--- src/rtl/muldiv_pkg.sv ---
package muldiv_pkg;
  typedef enum logic [1:0] {
    OP_MULS = 2'd0,
    OP_MULU = 2'd1,
    OP_DIVS = 2'd2,
    OP_DIVU = 2'd3
  } md_op_e;

  typedef enum logic [1:0] {
    ST_IDLE = 2'd0,
    ST_RUN  = 2'd1,
    ST_FIX  = 2'd2
  } md_state_e;
endpackage

--- src/rtl/muldiv_operand_prep.sv ---
module muldiv_operand_prep #(
  parameter int XLEN = 32
) (
  input  logic [1:0]      op_i,
  input  logic [XLEN-1:0] a_i,
  input  logic [XLEN-1:0] b_i,
  output logic [XLEN-1:0] mag_a_o,
  output logic [XLEN-1:0] mag_b_o,
  output logic            neg_a_o,
  output logic            neg_b_o
);
  import muldiv_pkg::*;

  logic is_signed;

  always_comb begin
    is_signed = (op_i == OP_MULS) || (op_i == OP_DIVS);
    neg_a_o   = is_signed && a_i[XLEN-1];
    neg_b_o   = is_signed && b_i[XLEN-1];
    mag_a_o   = neg_a_o ? (~a_i + 1'b1) : a_i;
    mag_b_o   = neg_b_o ? (~b_i + 1'b1) : b_i;
  end
endmodule

--- src/rtl/muldiv_step_core.sv ---
module muldiv_step_core #(
  parameter int XLEN = 32
) (
  input  logic            clk,
  input  logic            rst,
  input  logic            load_i,
  input  logic            step_i,
  input  logic            is_div_i,
  input  logic [XLEN-1:0] mag_a_i,
  input  logic [XLEN-1:0] mag_b_i,
  output logic [XLEN-1:0] raw_hi_o,
  output logic [XLEN-1:0] raw_lo_o
);
  localparam int AW = XLEN + 2;

  logic [XLEN:0]   acc_q;
  logic [XLEN-1:0] sh_q;
  logic [XLEN-1:0] opnd_q;

  logic [XLEN:0]   src_a;
  logic [AW-1:0]   add_a;
  logic [AW-1:0]   add_b;
  logic [AW-1:0]   sum;
  logic            below;
  logic [XLEN:0]   mul_acc;

  always_comb begin
    src_a = is_div_i ? {acc_q[XLEN-1:0], sh_q[XLEN-1]} : acc_q;
    add_a = {1'b0, src_a};
    add_b = {2'b00, opnd_q};
    sum   = add_a + (is_div_i ? ~add_b : add_b) + {{(AW-1){1'b0}}, is_div_i};
    below = sum[AW-1];
    mul_acc = sh_q[0] ? sum[XLEN:0] : acc_q;
  end

  always_ff @(posedge clk) begin
    if (rst) begin
      acc_q  <= '0;
      sh_q   <= '0;
      opnd_q <= '0;
    end else if (load_i) begin
      acc_q  <= '0;
      sh_q   <= is_div_i ? mag_a_i : mag_b_i;
      opnd_q <= is_div_i ? mag_b_i : mag_a_i;
    end else if (step_i) begin
      if (is_div_i) begin
        acc_q <= below ? src_a : sum[XLEN:0];
        sh_q  <= {sh_q[XLEN-2:0], ~below};
      end else begin
        acc_q <= {1'b0, mul_acc[XLEN:1]};
        sh_q  <= {mul_acc[0], sh_q[XLEN-1:1]};
      end
    end
  end

  assign raw_hi_o = acc_q[XLEN-1:0];
  assign raw_lo_o = sh_q;
endmodule

--- src/rtl/muldiv_sign_fix.sv ---
module muldiv_sign_fix #(
  parameter int XLEN = 32
) (
  input  logic            is_div_i,
  input  logic            neg_a_i,
  input  logic            neg_b_i,
  input  logic [XLEN-1:0] raw_hi_i,
  input  logic [XLEN-1:0] raw_lo_i,
  output logic [XLEN-1:0] fix_hi_o,
  output logic [XLEN-1:0] fix_lo_o
);
  logic [2*XLEN-1:0] wide;
  logic              flip;

  always_comb begin
    flip = neg_a_i ^ neg_b_i;
    wide = {raw_hi_i, raw_lo_i};
    if (is_div_i) begin
      fix_lo_o = flip    ? (~raw_lo_i + 1'b1) : raw_lo_i;
      fix_hi_o = neg_a_i ? (~raw_hi_i + 1'b1) : raw_hi_i;
    end else begin
      if (flip) wide = ~wide + 1'b1;
      fix_hi_o = wide[2*XLEN-1:XLEN];
      fix_lo_o = wide[XLEN-1:0];
    end
  end
endmodule

--- src/rtl/seq_muldiv.sv ---
module seq_muldiv #(
  parameter int XLEN = 32
) (
  input  logic            clk,
  input  logic            rst,
  input  logic            start_i,
  input  logic [1:0]      op_i,
  input  logic [XLEN-1:0] a_i,
  input  logic [XLEN-1:0] b_i,
  output logic            busy_o,
  output logic            done_o,
  output logic            div_zero_o,
  output logic [XLEN-1:0] hi_o,
  output logic [XLEN-1:0] lo_o
);
  import muldiv_pkg::*;

  localparam int CW = (XLEN > 1) ? $clog2(XLEN) : 1;
  localparam logic [CW-1:0] LAST_STEP = CW'(XLEN - 1);

  md_state_e       state_q;
  logic [CW-1:0]   cnt_q;
  logic            is_div_q;
  logic            neg_a_q;
  logic            neg_b_q;
  logic            busy_q;
  logic            done_q;
  logic            dz_q;
  logic [XLEN-1:0] hi_q;
  logic [XLEN-1:0] lo_q;

  logic [XLEN-1:0] mag_a, mag_b;
  logic            neg_a, neg_b;
  logic            req_div;
  logic            accept;
  logic            zero_div;
  logic            load;
  logic            step;
  logic            core_div;
  logic [XLEN-1:0] raw_hi, raw_lo;
  logic [XLEN-1:0] fix_hi, fix_lo;

  always_comb begin
    req_div  = (op_i == OP_DIVS) || (op_i == OP_DIVU);
    accept   = start_i && (state_q == ST_IDLE);
    zero_div = accept && req_div && (b_i == '0);
    load     = accept && !zero_div;
    step     = (state_q == ST_RUN);
    core_div = load ? req_div : is_div_q;
  end

  muldiv_operand_prep #(.XLEN(XLEN)) u_prep (
    .op_i    (op_i),
    .a_i     (a_i),
    .b_i     (b_i),
    .mag_a_o (mag_a),
    .mag_b_o (mag_b),
    .neg_a_o (neg_a),
    .neg_b_o (neg_b)
  );

  muldiv_step_core #(.XLEN(XLEN)) u_core (
    .clk      (clk),
    .rst      (rst),
    .load_i   (load),
    .step_i   (step),
    .is_div_i (core_div),
    .mag_a_i  (mag_a),
    .mag_b_i  (mag_b),
    .raw_hi_o (raw_hi),
    .raw_lo_o (raw_lo)
  );

  muldiv_sign_fix #(.XLEN(XLEN)) u_fix (
    .is_div_i (is_div_q),
    .neg_a_i  (neg_a_q),
    .neg_b_i  (neg_b_q),
    .raw_hi_i (raw_hi),
    .raw_lo_i (raw_lo),
    .fix_hi_o (fix_hi),
    .fix_lo_o (fix_lo)
  );

  always_ff @(posedge clk) begin
    if (rst) begin
      state_q  <= ST_IDLE;
      cnt_q    <= '0;
      is_div_q <= 1'b0;
      neg_a_q  <= 1'b0;
      neg_b_q  <= 1'b0;
      busy_q   <= 1'b0;
      done_q   <= 1'b0;
      dz_q     <= 1'b0;
      hi_q     <= '0;
      lo_q     <= '0;
    end else begin
      done_q <= 1'b0;
      unique case (state_q)
        ST_IDLE: begin
          if (zero_div) begin
            dz_q   <= 1'b1;
            done_q <= 1'b1;
          end else if (load) begin
            dz_q     <= 1'b0;
            busy_q   <= 1'b1;
            is_div_q <= req_div;
            neg_a_q  <= neg_a;
            neg_b_q  <= neg_b;
            cnt_q    <= '0;
            state_q  <= ST_RUN;
          end
        end
        ST_RUN: begin
          cnt_q <= cnt_q + 1'b1;
          if (cnt_q == LAST_STEP) state_q <= ST_FIX;
        end
        ST_FIX: begin
          hi_q    <= fix_hi;
          lo_q    <= fix_lo;
          done_q  <= 1'b1;
          busy_q  <= 1'b0;
          state_q <= ST_IDLE;
        end
        default: state_q <= ST_IDLE;
      endcase
    end
  end

  assign busy_o     = busy_q;
  assign done_o     = done_q;
  assign div_zero_o = dz_q;
  assign hi_o       = hi_q;
  assign lo_o       = lo_q;
endmodule

--- config.mk ---
export PLATFORM = sky130hd
export DESIGN_NAME = seq_muldiv
export DESIGN_NICKNAME = d
export VERILOG_FILES = /design/src/rtl/muldiv_pkg.sv /design/src/rtl/muldiv_operand_prep.sv /design/src/rtl/muldiv_step_core.sv /design/src/rtl/muldiv_sign_fix.sv /design/src/rtl/seq_muldiv.sv
export SDC_FILE = /design/constraint.sdc
export NUM_CORES = 1
export LEC_CHECK = 0
export BUFFER_PORTS_ARGS = -buffer_cell sky130_fd_sc_hd__buf_2
export CAP_MARGIN = 20
export CORE_ASPECT_RATIO = 1.4
export CORE_MARGIN = 2
export CORE_UTILIZATION = 60
export CTS_BUF_LIST = sky130_fd_sc_hd__clkbuf_16
export DETAILED_ROUTE_END_ITERATION = 8
export PLACE_DENSITY = 0.83
export REMOVE_ABC_BUFFERS = 1
export SLEW_MARGIN = 20
export SYNTH_ARGS = -nofsm -noshare
export SYNTH_HDL_FRONTEND = slang
export SYNTH_SLANG_ARGS = --single-unit
--- constraint.sdc ---
create_clock -name clk -period 7.5 [get_ports clk]
set_input_delay 1.5 -clock clk [delete_from_list [all_inputs] [get_ports clk]]
set_output_delay 1.5 -clock clk [all_outputs]
set_load 0.02 [all_outputs]
==> insert_results.sql <==
INSERT INTO impl_metrics (metric_group, metric, value, unit) VALUES
('logic_synthesis', 'synth-main-ff-cell', 'dfxtp_1', ''),
('status', 'status', 'completed', ''),
('floorplan', 'die_height', '184', 'µm'),
('sta', 'timing.final.max_slew_violations', '0', ''),
('global_route', 'grtUsageMet3', '0.0572', ''),
('floorplan', 'design.die.area', '0.0244', 'mm²'),
('floorplan', 'fp.dieW', '133', 'µm'),
('global_route', 'global_route.overflow_total', '0', ''),
('cts', 'tritoncts', 'built', ''),
('logic_synthesis', 'synth.yosys.seq_area_share', '0.250', ''),
('worst_setup_path', 'r2r_cells', '17', ''),
('logic_synthesis', 'synth_async_sr_flop_share', '0', ''),
('power', 'power_leakage', '5.88', 'nW'),
('logic_synthesis', 'synth.cell_area', '0.0139', 'mm²'),
('global_route', 'met1_usage', '0.422', ''),
('job', 'number_of_maximum_capacitance_violations', '0', ''),
('finish', 'seqCellArea', '0.00348', 'mm²'),
('power', 'combPwrFrac', '0.322', ''),
('worst_setup_path', 'critical_path.endpoint_type', 'flop', ''),
('cts', 'max_clock_buf_depth', '2', ''),
('finish', 'fill_cells', '2010', ''),
('finish', 'stdcell_area', '0.0152', 'mm²'),
('worst_setup_path', 'r2r_start', 'is_div_q', ''),
('cts', 'clock_edge_transition_at_the_registers_on_the_reported_setup_and_hold_paths', '70', 'ps'),
('power', 'switch_share', '0.385', ''),
('sta', 'timing.setup.tns', '0', 'ps'),
('place', 'buffer_ports.inserted', '135', ''),
('sta', 'clock.fmax', '151', 'MHz'),
('worst_setup_path', 'setup.reg_to_reg.worst_slack', '1540', 'ps'),
('logic_synthesis', 'synth_seq_cells', '174', ''),
('drt', 'postRouteAntennaNets', '0', ''),
('worst_setup_path', 'worst_setup_path_startpoint', 'b_i[6]', ''),
('sta', 'finClkSkew', '13.4', 'ps'),
('sta', 'final_min_period_over_clock_period', '0.885', ''),
('finish', 'final_common_cell', 'nand2_1', ''),
('cts', 'clkSinkCount', '174', ''),
('drt', 'remaining_drc_errors', '0', ''),
('sta', 'timing_hold_violations_final', '0', ''),
('floorplan', 'number_of_top_level_design_ports', '136', ''),
('power', 'p_clk_frac', '0.301', ''),
('cts', 'clock_network_latency_to_the_later_pin_of_the_worst_skew_pair', '460', 'ps'),
('global_route', 'busiest_layer', 'met2', ''),
('sta', 'rsz0062_at_grt', 'no', ''),
('finish', 'final_cell_mix', 'nand2_1, nor2_1, dfxtp_1', ''),
('worst_setup_path', 'worst_r2r_endpoint', 'u_core.acc_q[26]', ''),
('logic_synthesis', 'synth_enable_flop_cells', '0', ''),
('finish', 'finish.cell_count_without_fillers', '2265', ''),
('worst_hold_path', 'timing.hold.worst.class', 'reg2reg', ''),
('global_route', 'grt_pass1_wl', '72100', 'µm'),
('finish', 'nets', '2058', ''),
('worst_setup_path', 'worstSetupPathType', 'in2reg', ''),
('global_route', 'number_of_antenna_violations_at_the_first_check_in_global_routing', '1', ''),
('place', 'gp_routability_congestion', '1.02', ''),
('cts', 'clock_tree.root_cell', 'clkbuf_16', ''),
('floorplan', 'initial_core_util', '0.613', ''),
('power', 'p_total', '2.80', 'mW'),
('worst_setup_path', 'cp_data_arrival_time', '7030', 'ps'),
('logic_synthesis', 'post_synth_inst_count', '1923', ''),
('finish', 'area_growth_syn_to_layout', '8.98', '%'),
('finish', 'n_antenna_cell', '0', ''),
('drt', 'total_length_of_routed_wires', '45700', 'µm'),
('global_route', 'grt_max_degree', '96', ''),
('worst_setup_path', 'worstPathRequired', '7900', 'ps'),
('cts', 'htree_levels', '4', ''),
('cts', 'post_cts.repair.setup_buffers', '0', ''),
('worst_setup_path', 'worst_setup_path_start_kind', 'input port', ''),
('place', 'post_placement_cell_count', '2233', ''),
('finish', 'drive_above_1_share', '0.127', ''),
('sta', 'report.final.setup_viol', '0', ''),
('cts', 'ctsResizeCount', '0', ''),
('drt', 'via_count', '14600', '');
-- kinds of logic after synthesis --
kind of cell,count (synthesis),share of synthesized area
adder cells (fa/ha/maj),38,0.0347
AND/OR/NAND/NOR,714,0.234
AO/OA/AOI/OAI,566,0.267
XOR/XNOR,183,0.115
multiplexers,59,0.0429
buffers and inverters,189,0.0559
flip-flops,174,0.250
-- flip-flops by register name, indices dropped and copies added (netlist names) --
name,count
busy_o,1
cnt_q,5
div_zero_o,1
done_o,1
hi_o,32
is_div_q,1
lo_o,32
neg_a_q,1
neg_b_q,1
state_q,2
u_core.acc_q,33
u_core.opnd_q,32
u_core.raw_lo_o,32
-- cells in the mapped netlist (4+ instances only) --
library cell	instances	area [µm²]
nor3_1	42	210
o211ai_1	49	368
a311oi_1	9	78.8
nand3_1	26	130
or2_2	6	37.5
o31ai_1	32	240
a21oi_1	152	761
o21ai_0	111	556
buf_4	6	45.0
o21a_1	7	52.6
nor4_1	21	131
nand2b_1	12	75.1
o21ai_1	4	20.0
mux2i_1	54	541
clkbuf_1	122	458
xor2_1	82	718
and3_1	12	75.1
a221oi_1	9	78.8
nor2b_1	13	81.3
inv_1	28	105
xnor2_1	101	885
and2_1	12	75.1
a211o_1	4	35.0
a31o_2	6	52.6
or3_1	22	138
a21boi_0	4	30.0
nand2_1	292	1100
nor2_1	206	773
or4_1	11	82.6
buf_1	9	33.8
nand3b_1	11	82.6
a211oi_1	69	518
buf_2	18	90.1
o41ai_1	10	87.6
ha_1	37	463
o21bai_1	7	52.6
o22ai_1	14	87.6
a31oi_1	16	100
dfxtp_1	174	3480
nand4_1	9	56.3
mux2_2	5	56.3
a21o_1	15	113
a32o_1	8	80.1
-- critical path, stage by stage --
cell and delay (ps):
buf_2 120, nor4_1 520, nand4b_1 340, or3_1 530
o21ai_4 470, buf_12 280, buf_12 220, nand2_1 70
nand2_1 90, ha_1 260, nand4_1 210, or3_1 380
a2111o_1 420, a21oi_1 270, nor2_1 110, a311oi_1 280
xor2_1 420, mux2_2 240, o221ai_1 120, a21oi_1 150
-- metal layers --
metal | vias to the layer above | part of all wire
li1 | 6940 | -
met1 | 6746 | 0.38
met2 | 747 | 0.49
met3 | 177 | 0.068
met4 | 0 | 0.071
met5 | - | 0
-- how the worst min path moves through the flow --
stage                        end  slack (ps)  depth (start not counted)         startpoint
6_report                hi_o[16]         450                          2           hi_o[16]
3_5_place_dp            hi_o[16]         440                          2           hi_o[16]
3_3_place_gp            hi_o[16]         430                          2           hi_o[16]
2_1_floorplan  u_core.opnd_q[10]         440                          2  u_core.opnd_q[10]
4_1_cts                  hi_o[5]         460                          2            hi_o[5]
5_1_grt                  hi_o[5]         480                          2            hi_o[5]
-- layout make-up --
type / count / area share
multi-input cells: 1560 / 0.639
flip-flops and latches: 174 / 0.230
repair buffers: 168 / 0.0627
clock buffers: 17 / 0.0281
well taps: 301 / 0.0248
clock inverters: 15 / 0.00776
inverters: 30 / 0.00743
-- power groups by stage --
stage | sequential [mW] | clock [mW] | combinational [mW]
after CTS | 1.05 | 0.843 | 0.884
after floorplan | 1.05 | 0 | 0.617
after detailed placement | 1.07 | 0 | 0.878
after global placement | 1.07 | 0 | 0.865
final | 1.06 | 0.843 | 0.903
after global routing | 1.06 | 0.882 | 0.986
-- metrics by stage --
stage               utilization  hold WS (ps)  worst slack (ps)
finish                    0.668           453               866
global route              0.668           479               556
CTS                       0.668           456               978
detailed placement        0.644           442               528
global placement          0.644           429               590
floorplan                     -           438              -840
(Power assumes the default switching activity.)
